===== src/rtl/crb_pkg.sv =====
package crb_pkg;
  typedef enum logic [1:0] {
    MODE_RELOAD  = 2'd0,
    MODE_CAPTURE = 2'd1,
    MODE_BAUD    = 2'd2
  } crb_mode_e;

  function automatic crb_mode_e decode_mode(input logic tx_sel, input logic rx_sel,
                                            input logic cap_sel);
    if (tx_sel || rx_sel) return MODE_BAUD;
    else if (cap_sel)     return MODE_CAPTURE;
    else                  return MODE_RELOAD;
  endfunction
endpackage


===== src/rtl/crb_edge.sv =====
module crb_edge #(
  parameter int STAGES = 2
) (
  input  logic clk_i,
  input  logic rst_ni,
  input  logic pin_i,
  output logic fall_o
);
  // [0..STAGES-1] synchroniser, [STAGES] previous synchronised level
  logic [STAGES:0] sh_q;

  always_ff @(posedge clk_i or negedge rst_ni) begin
    if (!rst_ni) sh_q <= '1;
    else         sh_q <= {sh_q[STAGES-1:0], pin_i};
  end

  assign fall_o = sh_q[STAGES] & ~sh_q[STAGES-1];
endmodule


===== src/rtl/crb_prescale.sv =====
module crb_prescale #(
  parameter int DIV_TMR  = 12,
  parameter int DIV_BAUD = 2
) (
  input  logic clk_i,
  input  logic rst_ni,
  input  logic run_i,
  input  logic fast_i,
  output logic tick_o
);
  localparam int PW = (DIV_TMR > 1) ? $clog2(DIV_TMR) : 1;
  localparam logic [PW-1:0] TMR_TOP  = PW'(DIV_TMR - 1);
  localparam logic [PW-1:0] BAUD_TOP = PW'(DIV_BAUD - 1);

  logic [PW-1:0] pre_q;
  logic [PW-1:0] top;

  assign top    = fast_i ? BAUD_TOP : TMR_TOP;
  // >= so a switch to the short divider never strands the count above top
  assign tick_o = run_i && (pre_q >= top);

  always_ff @(posedge clk_i or negedge rst_ni) begin
    if (!rst_ni)      pre_q <= '0;
    else if (!run_i)  pre_q <= '0;
    else if (tick_o)  pre_q <= '0;
    else              pre_q <= pre_q + 1'b1;
  end

  assert_no_back_to_back_tick_R3: assert property (@(posedge clk_i) disable iff (!rst_ni)
    tick_o |=> !tick_o);
endmodule


===== src/rtl/crb_counter.sv =====
module crb_counter
  import crb_pkg::*;
#(
  parameter int W = 16
) (
  input  logic         clk_i,
  input  logic         rst_ni,
  input  crb_mode_e    mode_i,
  input  logic         cnt_en_i,
  input  logic         trig_i,
  input  logic         cnt_wr_i,
  input  logic [W-1:0] cnt_data_i,
  input  logic         rld_wr_i,
  input  logic [W-1:0] rld_data_i,
  output logic [W-1:0] cnt_o,
  output logic [W-1:0] rld_o,
  output logic         ovf_o
);
  localparam logic [W-1:0] CNT_MAX = '1;

  logic [W-1:0] cnt_q, rld_q;
  logic         do_reload, do_capture;

  assign ovf_o      = cnt_en_i && (cnt_q == CNT_MAX);
  assign do_reload  = (ovf_o && mode_i != MODE_CAPTURE) || (trig_i && mode_i == MODE_RELOAD);
  assign do_capture = trig_i && mode_i == MODE_CAPTURE;

  always_ff @(posedge clk_i or negedge rst_ni) begin
    if (!rst_ni)         cnt_q <= '0;
    else if (cnt_wr_i)   cnt_q <= cnt_data_i;
    else if (do_reload)  cnt_q <= rld_q;
    else if (cnt_en_i)   cnt_q <= cnt_q + 1'b1;
  end

  always_ff @(posedge clk_i or negedge rst_ni) begin
    if (!rst_ni)         rld_q <= '0;
    else if (rld_wr_i)   rld_q <= rld_data_i;
    else if (do_capture) rld_q <= cnt_q;
  end

  assign cnt_o = cnt_q;
  assign rld_o = rld_q;

  assert_capture_keeps_running_R7: assert property (@(posedge clk_i) disable iff (!rst_ni)
    (mode_i == MODE_CAPTURE && trig_i && cnt_en_i && !cnt_wr_i && cnt_q != CNT_MAX)
    |=> cnt_q == $past(cnt_q) + 1'b1);

  assert_reload_on_wrap_R5: assert property (@(posedge clk_i) disable iff (!rst_ni)
    (ovf_o && mode_i != MODE_CAPTURE && !cnt_wr_i) |=> cnt_q == $past(rld_q));
endmodule


===== src/rtl/crb_timer.sv =====
module crb_timer
  import crb_pkg::*;
#(
  parameter int W           = 16,
  parameter int DIV_TMR     = 12,
  parameter int DIV_BAUD    = 2,
  parameter int SYNC_STAGES = 2
) (
  input  logic         clk_i,
  input  logic         rst_ni,
  input  logic         run_i,
  input  logic         ext_src_i,
  input  logic         trig_en_i,
  input  logic         cap_sel_i,
  input  logic         tx_baud_i,
  input  logic         rx_baud_i,
  input  logic         cnt_pin_i,
  input  logic         trig_pin_i,
  input  logic         cnt_wr_i,
  input  logic [W-1:0] cnt_data_i,
  input  logic         rld_wr_i,
  input  logic [W-1:0] rld_data_i,
  input  logic         ovf_clr_i,
  input  logic         trig_clr_i,
  output logic [W-1:0] count_o,
  output logic [W-1:0] rld_o,
  output logic         ovf_flag_o,
  output logic         trig_flag_o,
  output logic         ovf_tick_o,
  output logic         tx_tick_o,
  output logic         rx_tick_o
);
  crb_mode_e mode;
  logic      baud, int_tick, cnt_fall, trig_fall, trig_evt, cnt_en, ovf;
  logic      ovf_flag_q, trig_flag_q, ovf_tick_q, tx_tick_q, rx_tick_q;

  assign mode = decode_mode(tx_baud_i, rx_baud_i, cap_sel_i);
  assign baud = (mode == MODE_BAUD);

  crb_edge #(.STAGES(SYNC_STAGES)) u_cnt_edge (
    .clk_i(clk_i), .rst_ni(rst_ni), .pin_i(cnt_pin_i), .fall_o(cnt_fall));

  crb_edge #(.STAGES(SYNC_STAGES)) u_trig_edge (
    .clk_i(clk_i), .rst_ni(rst_ni), .pin_i(trig_pin_i), .fall_o(trig_fall));

  crb_prescale #(.DIV_TMR(DIV_TMR), .DIV_BAUD(DIV_BAUD)) u_prescale (
    .clk_i(clk_i), .rst_ni(rst_ni), .run_i(run_i), .fast_i(baud), .tick_o(int_tick));

  assign cnt_en   = run_i && (ext_src_i ? cnt_fall : int_tick);
  assign trig_evt = trig_en_i && trig_fall;

  crb_counter #(.W(W)) u_counter (
    .clk_i(clk_i), .rst_ni(rst_ni), .mode_i(mode), .cnt_en_i(cnt_en), .trig_i(trig_evt),
    .cnt_wr_i(cnt_wr_i), .cnt_data_i(cnt_data_i), .rld_wr_i(rld_wr_i),
    .rld_data_i(rld_data_i), .cnt_o(count_o), .rld_o(rld_o), .ovf_o(ovf));

  always_ff @(posedge clk_i or negedge rst_ni) begin
    if (!rst_ni) begin
      ovf_flag_q  <= 1'b0;
      trig_flag_q <= 1'b0;
      ovf_tick_q  <= 1'b0;
      tx_tick_q   <= 1'b0;
      rx_tick_q   <= 1'b0;
    end else begin
      // set wins over clear
      ovf_flag_q  <= (ovf && !baud) || (ovf_flag_q && !ovf_clr_i);
      trig_flag_q <= trig_evt || (trig_flag_q && !trig_clr_i);
      ovf_tick_q  <= ovf;
      tx_tick_q   <= ovf && tx_baud_i;
      rx_tick_q   <= ovf && rx_baud_i;
    end
  end

  assign ovf_flag_o  = ovf_flag_q;
  assign trig_flag_o = trig_flag_q;
  assign ovf_tick_o  = ovf_tick_q;
  assign tx_tick_o   = tx_tick_q;
  assign rx_tick_o   = rx_tick_q;

  assert_no_ovf_flag_in_baud_R8: assert property (@(posedge clk_i) disable iff (!rst_ni)
    $rose(ovf_flag_o) |-> $past(mode != MODE_BAUD));

  assert_serial_tick_gated_R8: assert property (@(posedge clk_i) disable iff (!rst_ni)
    (tx_tick_o || rx_tick_o) |-> ovf_tick_o);

  assert_stopped_holds_R4: assert property (@(posedge clk_i) disable iff (!rst_ni)
    (!run_i && !cnt_wr_i && !trig_evt) |=> $stable(count_o));

  assert_single_tick_R11: assert property (@(posedge clk_i) disable iff (!rst_ni)
    (ovf_tick_o && !$past(cnt_wr_i)) |-> count_o != $past(count_o));
endmodule


===== config.mk =====
export PLATFORM = sky130hd
export DESIGN_NAME = crb_timer
export DESIGN_NICKNAME = d
export VERILOG_FILES = /design/src/rtl/crb_pkg.sv /design/src/rtl/crb_edge.sv /design/src/rtl/crb_prescale.sv /design/src/rtl/crb_counter.sv /design/src/rtl/crb_timer.sv
export SDC_FILE = /design/constraint.sdc
export NUM_CORES = 1
export LEC_CHECK = 0
export BUFFER_PORTS_ARGS = -buffer_cell sky130_fd_sc_hd__buf_2
export CORE_ASPECT_RATIO = 1.25
export CORE_MARGIN = 1
export CORE_UTILIZATION = 55
export CTS_CLUSTER_SIZE = 30
export DETAILED_ROUTE_END_ITERATION = 12
export GPL_TIMING_DRIVEN = 0
export PLACE_DENSITY = 0.82
export SLEW_MARGIN = 0
export SYNTH_ARGS = -nofsm -noshare
export SYNTH_HDL_FRONTEND = slang
export SYNTH_SLANG_ARGS = --single-unit

===== constraint.sdc =====
create_clock -name clk_i -period 4.95 [get_ports clk_i]
set_clock_uncertainty 0.05 [all_clocks]
set_input_delay 0.2475 -clock clk_i [delete_from_list [all_inputs] [get_ports clk_i]]
set_output_delay 0.2475 -clock clk_i [all_outputs]
set_load 0.02 [all_outputs]

== Yosys cells after proc, flatten, opt, wreduce, memory -nomap -nowiden ==
Cells that the tools add are included.
W data, S select, Z words.

* Register bits after elaboration: 47
* Input port bits: 46
* Output and inout bits: 37
* Logic and storage cells: 54

* Add/sub/neg operators: 2
* $lt $le $gt $ge: 1
* Equality and inequality tests: 4
* Multiplexer cells: 11
* Bitwise gates (word level): 4
* Reductions and logical operators: 22

{| class="wikitable"
|+ Operators with widths
! operator !! count
|-
| $mux W16 || 5
|-
| $add A16 B1 Y16 const B || 1
|-
| $eq A16 B16 Y1 const B || 1
|-
| $logic_and A1 B1 Y1 || 12
|-
| $mux W4 || 3
|-
| $add A4 B1 Y4 const B || 1
|-
| $ge A4 B4 Y1 || 1
|-
| $logic_or A1 B1 Y1 || 4
|-
| $logic_not A1 Y1 || 3
|-
| $reduce_bool A3 Y1 || 1
|-
| $and A1 B1 Y1 || 2
|-
| $eq A2 B1 Y1 const B || 1
|-
| $eq A2 B2 Y1 const B || 1
|-
| $logic_not A2 Y1 || 1
|-
| $mux W1 || 2
|-
| $mux W2 || 1
|-
| $ne A2 B1 Y1 const B || 1
|-
| $not A1 Y1 || 2
|-
| $reduce_bool A2 Y1 || 1
|}

== Logic depth before layout (Yosys ltp) ==
Gate-level depths: netlist of the first run.

* Depth in word-level cells: 13
* Gate-level depth with buffers: 11
* Depth with buffers taken out: 9

== Modules after synthesis ==
A second synthesis of the first run with hierarchy kept.

* Cell total of the unflattened synthesis: 263
* Area total of the unflattened synthesis: 2585.0 µm²

{| class="wikitable"
|+ By module, submodules not included
! module !! times used !! cells an instance !! area each (µm²) !! sequential area each (µm²)
|-
| crb_counter || 1 || 219 || 1989.4 || 800.8
|-
| crb_prescale || 1 || 19 || 207.7 || 100.1
|-
| crb_timer || 1 || 17 || 202.7 || 125.1
|-
| crb_edge || 2 || 4 || 92.6 || 78.8
|}

== Worst setup path before layout of the first run ==
Ideal clock, no wire load.

* Kind: input to register
* Start: input rx_baud_i
* End: register u_counter.cnt_q[3], in the netlist u_counter.cnt_o[3]
* Library setup time: 0.126 ns
* Arrival: 2.160 ns
* Data required time: 4.774 ns
* Path slack: 2.614 ns
* Cell stages on the path: 9
* Buffers on the path: 1
* Cell sequence: nor2_1 > inv_1 > ha_1 > a211o_1 > and4b_1 > o2111a_2 > o21a_4 > buf_12 > a311o_1

* Longest elaborated chain between the ends: 13
* Elaborated cells between the ends (all ways): 17
* Those cells by class: 1 x order compare; 2 x eq/ne; 5 x mux; 9 x reduce/logical

{| class="wikitable"
|+ RTL lines
! what !! RTL line !! text
|-
| start: declaration || crb_timer.sv:16 || <nowiki>input logic rx_baud_i,</nowiki>
|-
| $logic_or A1 B1 Y1 * || crb_pkg.sv:10 || <nowiki>if (tx_sel || rx_sel) return MODE_BAUD;</nowiki>
|-
| $mux W2 * || crb_pkg.sv:10 ||
|-
| $eq A2 B2 Y1 * || crb_timer.sv:38 || <nowiki>assign baud = (mode == MODE_BAUD);</nowiki>
|-
| $mux W4 * || crb_prescale.sv:18 || <nowiki>assign top = fast_i ? BAUD_TOP : TMR_TOP;</nowiki>
|-
| $ge A4 B4 Y1 * || crb_prescale.sv:20 || <nowiki>assign tick_o = run_i && (pre_q >= top);</nowiki>
|-
| $logic_and A1 B1 Y1 * || crb_prescale.sv:20 ||
|-
| $mux W1 * || crb_timer.sv:49 || <nowiki>assign cnt_en = run_i && (ext_src_i ? cnt_fall : int_tick);</nowiki>
|-
| $logic_and A1 B1 Y1 * || crb_timer.sv:49 ||
|-
| $logic_and A1 B1 Y1 * || crb_counter.sv:24 || <nowiki>assign ovf_o = cnt_en_i && (cnt_q == CNT_MAX);</nowiki>
|-
| via ovf || crb_timer.sv:34 || <nowiki>logic baud, int_tick, cnt_fall, trig_fall, trig_evt, cnt_en, ovf;</nowiki>
|-
| $logic_and A1 B1 Y1 * || crb_counter.sv:25 || <nowiki>assign do_reload = (ovf_o && mode_i != MODE_CAPTURE) || (trig_i && mode_i == MODE_RELOAD);</nowiki>
|-
| $logic_or A1 B1 Y1 * || crb_counter.sv:25 ||
|-
| $mux W16 || crb_counter.sv:31 || <nowiki>else if (do_reload) cnt_q <= rld_q;</nowiki>
|-
| $mux W16 || crb_counter.sv:30 || <nowiki>else if (cnt_wr_i) cnt_q <= cnt_data_i;</nowiki>
|-
| end signal: assignment || crb_counter.sv:30 ||
|-
| end signal: assignment || crb_counter.sv:31 ||
|-
| end signal: assignment || crb_counter.sv:32 || <nowiki>else if (cnt_en_i) cnt_q <= cnt_q + 1'b1;</nowiki>
|-
| end: declaration || crb_counter.sv:21 || <nowiki>logic [W-1:0] cnt_q, rld_q;</nowiki>
|}

The timed path passes the listed nets; every way through them passes the cells marked *.
A chain may end at the register's enable or synchronous reset.

== Worst setup path in the final report of the first run ==
* Start: register u_prescale.pre_q[1]
* End: register u_counter.cnt_q[12], in the netlist u_counter.cnt_o[12]

* Longest elaborated chain between the ends: 9
* Elaborated cells between the ends (all ways): 10
* Those cells by class: 1 x order compare; 3 x mux; 6 x reduce/logical

{| class="wikitable"
|+ RTL lines
! what !! RTL line !! text
|-
| start: declaration || crb_prescale.sv:15 || <nowiki>logic [PW-1:0] pre_q;</nowiki>
|-
| start signal: assignment || crb_prescale.sv:26 || <nowiki>else pre_q <= pre_q + 1'b1;</nowiki>
|-
| $ge A4 B4 Y1 * || crb_prescale.sv:20 ||
|-
| $logic_and A1 B1 Y1 * || crb_prescale.sv:20 ||
|-
| $mux W1 * || crb_timer.sv:49 ||
|-
| $logic_and A1 B1 Y1 * || crb_timer.sv:49 ||
|-
| $logic_and A1 B1 Y1 || crb_counter.sv:24 ||
|-
| $logic_and A1 B1 Y1 || crb_counter.sv:25 ||
|-
| $logic_or A1 B1 Y1 || crb_counter.sv:25 ||
|-
| $mux W16 || crb_counter.sv:31 ||
|-
| $mux W16 || crb_counter.sv:30 ||
|}

Every way passes the cells marked *; elsewhere a longest branch is shown, timed or not.

==> results of run 1 <==
-- cell usage after synthesis, types with 3 or more instances --
library cell  count
inv_1            12
clkbuf_1          9
mux2i_1          27
nand2b_1          3
a21oi_1           7
and2_1            3
nand3_1          10
nor3_1           11
xnor2_1           5
o21ai_0          25
a221oi_2          6
o31a_1            3
nor3b_1           5
xor2_1            8
buf_2             3
ha_1              4
dfrtp_1          41
nand2_1          27
dfstp_2           6
nor2_1           12
-- layout by cell type (no fill, tap or decap), types with 2 or more instances in the layout --
master         count
a21oi_1            7
a221oi_2           6
and2_1             3
and3_1             2
buf_2             84
clkbuf_1           9
clkbuf_8           5
clkinv_2           3
dfrtp_1           41
dfstp_2            6
dlygate4sd3_1      2
ha_1               4
inv_1             12
mux2i_1           27
nand2_1           27
nand2b_1           3
nand3_1           10
nand3b_1           2
nand4_1            2
nor2_1            12
nor3_1            11
nor3b_1            5
nor4_1             2
o21ai_0           25
o311ai_1           2
o31a_1             3
or3_1              2
xnor2_1            5
xor2_1             8
-- where the power goes --
part / switching (mW) / internal [mW] / leakage (nW) / total (mW)
Clock: 0.133 / 0.0970 / 0.0477 / 0.230
Sequential: 0.0520 / 0.425 / 0.564 / 0.477
Combinational: 0.154 / 0.103 / 0.825 / 0.257
-- worst max-delay path by stage --
stage                               end  cells past startpoint
finish              u_counter.cnt_o[12]                      9
global route        u_counter.cnt_o[11]                      7
CTS                 u_counter.cnt_o[12]                      9
detailed placement  u_counter.cnt_o[10]                     11
floorplan            u_counter.cnt_o[3]                      9
global placement    u_counter.cnt_o[10]                     11
-- state kept, by name (all words and copies together), names as in the netlist --
register	cells
trig_flag_o	1
ovf_flag_o	1
u_counter.cnt_o	16
tx_tick_o	1
rx_tick_o	1
ovf_tick_o	1
u_counter.rld_o	16
u_prescale.pre_q	4
u_cnt_edge.sh_q	3
u_trig_edge.sh_q	3
-- metrics by stage --
stage          hold slack [ns]  util, %  instances  power [mW]
2_1_floorplan          -0.0981        -        258       0.637
3_3_place_gp             0.296     69.0        397       0.724
3_5_place_dp             0.297     69.0        397       0.735
4_1_cts                 0.0487     71.4        407       0.968
5_1_grt                 0.0631     71.4        407        1.01
6_report                0.0569     71.4        407       0.964
-- layout make-up --
type | count | area [µm²] | share of cell area (%)
Clock inverter | 3 | 15.0 | 0.472
Tap cell | 58 | 72.6 | 2.28
Inverter | 12 | 45.0 | 1.42
Buffer | 14 | 76.3 | 2.40
Sequential cell | 47 | 1180 | 37.2
Multi-Input combinational cell | 185 | 1290 | 40.7
Timing Repair Buffer | 83 | 425 | 13.4
Clock buffer | 5 | 68.8 | 2.16
-- metal layers --
layer,GRT usage (%),up-vias
li1,-,1098
met1,36.1,1153
met2,48.3,125
met3,5.03,16
met4,12.0,0
met5,0,-
-- cell families after synthesis --
logic type,count (synthesis)
adders and majority gates,4
xor gates and xnor gates,13
AOI/OAI and AO/OA,53
and+or+nand+nor,88
muxes,27
DFF,47
buffers and inverters,26
==> summary.txt, run 1 <==
Global routing
  – Vias in the first global route: between 2k and 2.5k
  – Initial antenna violation count: 0
  – Largest net degree at the start of global routing: 48
  – First-pass GRT wire length: about 11000 µm
  – Total global-route track usage: 28.7%
  – Grt ovf: 0

Yosys
  – Mux contribution to synthesized area: about a tenth
  – Synth warn: 0
  – Flop and latch count out of synthesis: 47
  – Mapped cell area: 2600 µm²
  – Largest family of logic cells by synthesized area: simple AND/OR/NAND/NOR gates
  – Sequential share of the synthesized area: between 40% and 50%
  – Simple-gate share of the synthesized area: between 10% and 20%
  – Adder-cell share of the synthesized area: under 10%
  – Top FF cell, synth: dfrtp_1
  – Synth area leader: dfrtp_1
  – Asr flop ratio synth: 100%
  – Post-Syn Instances: 258
  – Synth cell types: 45
  – Net count after synthesis: 308
  – Synth Area in XOR/XNOR: 4.38%
  – Compound-Gate Fraction of Synth Area: 14.9%
  – Number of synthesized flops with an enable pin: 0
  – Synth area leaders: dfrtp_1, mux2i_1, dfstp_2
  – Top-area cell type share of the netlist area: 39.5%
  – Synthesized area per cell: roughly 10 µm²

Drt
  – Iteration-0 DRC Markers: ~140
  – Top Layer Used: met4
  – Post-DR wirelength/cell: around 17 µm
  – Number of vias per cell: 5.88
  – Detailed Routing Iterations Pass 1: 4
  – DR vias: approximately 2.4k
  – Metal-1 WL: 2670 µm
  – Met3 wire length: 554 µm
  – DRT antenna net count: 0
  – Final WL: 6850 µm
  – Met2 Routed Length: 3470 µm
  – DRC Markers: 0

Worst hold path
  – Tightest Hold Check Type: in2async

Critical path
  – Setup crit start: u_prescale.pre_q[1]
  – Delay of the slowest critical-path stage: 0.41 ns
  – CP top delay family: simple AND/OR/NAND/NOR gates
  – R2r endpoint: u_counter.cnt_o[12]
  – Critical path startpoint category: register
  – Slowest-stage cell, CP: dfrtp_1
  – CP Cell Sequence: ha_1 > a211o_1 > and4b_1 > or3_1 > clkbuf_1 > buf_2 > nor3b_1 > a21oi_1 > o21ai_0
  – Crit-path max FO: 10
  – Critical path class: reg2reg
  – WP data arrival: 2.77 ns
  – Critical Path End Type: register
  – Flop2flop setup slack: 2.36 ns
  – CP Data Required Time: 5.13 ns
  – RR Startpoint: u_prescale.pre_q[1]
  – Buffers plus inverters on the worst setup path: 2
  – Cells on worst reg2reg path: 9

Placed design
  – Post-detail-place hpwl: between 4000 and 5000 µm
  – Dpl cell area: 3080 µm²
  – Post-Place Worst Slack: roughly 2.2 ns
  – RePlAce Congestion: 0.811
  – Port buffer count: 81

Clock tree
  – CTS root buffer: clkbuf_8
  – Clock sink count: 47
  – Clk_lat worst skew: 0.30 ns
  – Total CTS buffers: 5
  – Max H-tree Level: 2
  – Max Buffers Root-to-Sink: 2
  – CTS tree: built
  – Clock slew at reported path FFs: around 0.090 ns
  – Post-CTS setup buffer count: 0
  – Hold-fix buffers at CTS: 2
  – Resized Gates After CTS: 0

Pwr
  – PwrDens: between 300 and 400 nW/µm²
  – Lkg Pwr: roughly 1.4 nW
  – Worst vdd ir: 191 µV

STA
  – Setup Total Neg Slack: 0 ns
  – Fin crit period: 2.59 ns
  – Actual slew at the worst max-slew pin: 1.03 ns
  – Slew Limit Headroom: 31.2%
  – Part of the cycle the worst path needs: a little over half
  – Max-slew violation count: 0
  – Final setup vio count: 0
  – Fmax: 386 MHz
  – Final WS setup: roughly 2.4 ns
  – Unrepaired setup endpoints after global routing: false
  – Final hold viol count: 0

Floorplan
  – Die area: 5010 µm²
  – Top Ports: 83
  – Initial Utilization: 58.3%
  – Row count: 27
  – Placeable Area: 4460 µm²
  – Die height: 78.9 µm
  – Die Width: 63.5 µm

Finish
  – N_diodes: 0
  – Synth-to-layout area growth: 22.4%
  – Finished Cell Area: between 3000 and 4000 µm²
  – Final Net Count: approximately 400
  – Share of cells above drive strength 1: roughly a third
  – Fillers: just under 400

Run
  – Max_cap viols: 0

Outcome
  – Outcome: completed
(Power assumes the default switching activity.)
==> run 2: changes to the inputs <==
--- a/config.mk
+++ b/config.mk
@@ -5,14 +5,15 @@
 export SDC_FILE = /design/constraint.sdc
 export NUM_CORES = 1
 export LEC_CHECK = 0
+export ABC_AREA = 1
 export BUFFER_PORTS_ARGS = -buffer_cell sky130_fd_sc_hd__buf_2
 export CORE_ASPECT_RATIO = 1.25
 export CORE_MARGIN = 1
-export CORE_UTILIZATION = 55
+export CORE_UTILIZATION = 47
 export CTS_CLUSTER_SIZE = 30
 export DETAILED_ROUTE_END_ITERATION = 12
 export GPL_TIMING_DRIVEN = 0
-export PLACE_DENSITY = 0.82
+export PLACE_DENSITY = 0.73
 export SLEW_MARGIN = 0
 export SYNTH_ARGS = -nofsm -noshare
 export SYNTH_HDL_FRONTEND = slang
==> constraint.sdc (replaced) <==
create_clock -name clk_i -period 2.2 [get_ports clk_i]
set_clock_uncertainty 0.05 [all_clocks]
set_input_delay 0.11 -clock clk_i [delete_from_list [all_inputs] [get_ports clk_i]]
set_output_delay 0.11 -clock clk_i [all_outputs]
set_load 0.02 [all_outputs]
==> summary.txt, run 2 <==
Outcome
  – Outcome: completed

Critical path
  – Delay of the slowest critical-path stage: 0.39 ns (-0.02 ns)
  – RR Startpoint: u_prescale.pre_q[3]
  – R2r endpoint: u_counter.cnt_o[13]
  – CP Data Required Time: 2.35 ns (-2.78 ns)
  – CP top delay family: simple AND/OR/NAND/NOR gates
  – Critical Path End Type: register
  – Cell depth of the worst setup path: 10 (+1)
  – WP data arrival: 2.22 ns (-0.55 ns)
  – Cells on worst reg2reg path: 10 (+1)
  – Critical path class: reg2reg
  – CP endpoint: u_counter.cnt_o[13]
  – Slowest-stage cell, CP: dfrtp_1
  – Buffers plus inverters on the worst setup path: 1 (-1)
  – CP Cell Sequence: ha_1 > a21oi_1 > nand3_2 > nand4_4 > nand2_4 > buf_6 > nand2_1 > nand3_1 > nand2_1 > nand2_1
  – Crit path top cell by count: nand2_1
  – Flop2flop setup slack: 0.13 ns (-2.23 ns)
  – Crit-path max FO: 10 (unchanged)
  – Critical path startpoint category: register
  – Setup crit start: u_prescale.pre_q[3]

Finish
  – Final Net Count: 573 (+44%)
  – Synth-to-layout area growth: 30.8%
  – N_diodes: 0 (unchanged)
  – Share of cells above drive strength 1: 28.1% (-3.5 points)
  – Most frequent cells in the layout: nand2_1, nand3_1, buf_2, dfrtp_1, inv_1
  – Most common cell after layout, fill and taps aside: nand2_1
  – FF+latch area: 1190 µm² (+0.21%)
  – Multi-input gate area: 1490 µm² (+15%)
  – Fillers: 576 (+49%)

Yosys
  – Flop and latch count out of synthesis: 47 (unchanged)
  – Post-Syn Instances: 406 (+57%)
  – Mapped cell area: 2900 µm² (+12%)
  – Synth warn: 0 (unchanged)
  – Synth cell types: 28 (-38%)
  – Number of synthesized flops with an enable pin: 0 (unchanged)
  – Top FF cell, synth: dfrtp_1
  – Synth area leaders: dfrtp_1, nand2_1, nand3_1
  – Asr flop ratio synth: 100% (unchanged)
  – Synth cell count leaders: nand2_1, nand3_1, dfrtp_1, inv_1, nor2_1
  – Most common cell in the netlist: nand2_1
  – Top-area cell type share of the netlist area: 35.3% (-4.1 points)
  – Synthesized area per cell: 7.15 µm² (-29%)
  – Net count after synthesis: 456 (+48%)
  – Synth area leader: dfrtp_1
  – Sequential share of the synthesized area: 40.8% (-4.8 points)

Pwr
  – PwrDens: 677 nW/µm² (+120%)
  – Worst vdd ir: 410 µV (+110%)
  – Lkg Pwr: 2.03 nW (+41%)
  – Power Total: 2.57 mW (+170%)

Drt
  – Iteration-0 DRC Markers: 199 (+41%)
  – DRC Markers: 0 (unchanged)
  – DR vias: 3129 (+31%)
  – DRT antenna net count: 0 (unchanged)
  – Post-DR wirelength/cell: 13.6 µm (-19%)
  – Final WL: 8250 µm (+20%)
  – Number of vias per cell: 5.16 (-12%)
  – Detailed Routing Iterations Pass 1: 4 (unchanged)

STA
  – Fmax: 483 MHz (+25%)
  – Final hold viol count: 0 (unchanged)
  – Fin crit period: 2.07 ns (-0.518 ns)
  – Final setup vio count: 0 (unchanged)
  – Slew Limit Headroom: 30.5% (-0.69 points)
  – Final WS setup: 0.129 ns (-2.23 ns)
  – Actual slew at the worst max-slew pin: 1.04 ns (+0.0103 ns)
  – Max-slew violation count: 0 (unchanged)
  – Part of the cycle the worst path needs: 94.1% (+42 points)

Clock tree
  – CTS tree: built
  – Max Buffers Root-to-Sink: 2 (unchanged)
  – Clock sink count: 47 (unchanged)
  – Max H-tree Level: 2 (unchanged)
  – CTS root buffer: clkbuf_8
  – Clock slew at reported path FFs: 0.08 ns (about the same)
  – Clk_lat worst skew: 0.30 ns (about the same)
  – Total CTS buffers: 5 (unchanged)

Floorplan
  – Die area: 6500 µm² (+30%)
  – Initial Utilization: 49.3% (-9.0 points)
  – Die Width: 72.3 µm (+14%)
  – Top Ports: 83 (unchanged)
  – Placeable Area: 5900 µm² (+32%)
  – Row count: 31 (+15%)
  – Die height: 89.9 µm (+14%)

Global routing
  – Grt ovf: 0 (unchanged)
  – First-pass GRT wire length: 13300 µm (+21%)
  – Largest net degree at the start of global routing: 48 (unchanged)
  – Vias in the first global route: 2922 (+28%)
  – Initial antenna violation count: 0 (unchanged)
  – Total global-route track usage: 26.3% (-2.4 points)

Placed design
  – Port buffer count: 81 (unchanged)
  – RePlAce Congestion: 0.862 (+6.3%)
  – Post-Place Worst Slack: -0.0907 ns (-2.29 ns)
  – Post-detail-place hpwl: 6010 µm (+25%)

Worst hold path
  – Tightest Hold Check Type: in2reg

Run
  – Max_cap viols: 0 (unchanged)
[run 2: worst reg2reg max path, delay by kind of cell (launching register included)]
kind                       cells  cell delay (ns)
AOI/OAI and AO/OA              1             0.23
adders and majority gates      1             0.33
buffers and inverters          1             0.17
DFF                            1             0.39
and+or+nand+nor                7             0.78
[run 2: how the worst min path moves through the flow]
stage                              from                  end  slack [ns]  depth (start not counted)
after floorplan                  rst_ni           ovf_flag_o       -0.24                          0
after global routing      rld_data_i[9]   u_counter.rld_o[9]        0.02                          3
after global placement       trig_pin_i  u_trig_edge.sh_q[0]        0.17                          1
after CTS                 rld_data_i[9]   u_counter.rld_o[9]       0.003                          3
final                     rld_data_i[9]   u_counter.rld_o[9]        0.02                          3
after detailed placement      cnt_pin_i   u_cnt_edge.sh_q[0]        0.17                          1
[run 2: final cells by class]
class	instances	area share (%)
timing repair buffer	110	17.8
clock buffer	8	2.64
tap	82	2.70
sequential	47	31.2
multi-input combinational	303	39.3
buffer	15	2.31
inverter	41	4.05
[run 2: per-layer routing]
layer	GRT usage, %	part of all wire (%)	up-vias
met2	46.9	53	124
met5	0	0	-
li1	-	-	1525
met3	3.92	4.9	32
met4	13.7	4.2	0
met1	29.4	38	1448
[run 2: stage by stage]
| step | area (µm²) | TNS, ns | util [%] | hold slack [ns] | std cells |
|---|---|---|---|---|---|
| final | 3800 | 0 | 64.4 | 0.0165 | 606 |
| after global routing | 3800 | -0.00169 | 64.4 | 0.0166 | 606 |
| after CTS | 3720 | 0 | 63.2 | 0.00341 | 598 |
| after detailed placement | 3410 | -0.791 | 57.9 | 0.166 | 569 |
| after global placement | 3410 | -0.455 | 57.9 | 0.166 | 569 |
| after floorplan | 2900 | 0 | - | -0.236 | 406 |
[run 2: where the power goes]
part           switching (mW)  internal [mW]
sequential              0.174          0.979
clock                   0.278          0.287
combinational           0.510          0.342
total                   0.962           1.61
[run 2: logic make-up after synthesis]
group | Yosys count | share of synthesized area (%)
xor gates and xnor gates | 10 | 3.02
adders and majority gates | 4 | 1.72
and+or+nand+nor | 281 | 44.4
AOI/OAI and AO/OA | 8 | 1.90
buffers and inverters | 56 | 8.19
DFF | 47 | 40.8
[run 2: repair_timing]
| item | 4_1_cts | 5_1_grt |
|---|---|---|
| endpoints found under the hold margin | 61 | 0 |
| endpoints found under the setup margin | 10 | 24 |
| hold buffers | 21 | 0 |
| setup buffers | 0 | 8 |
| gates resized for setup | 2 | 6 |
| pin swaps | 0 | 2 |
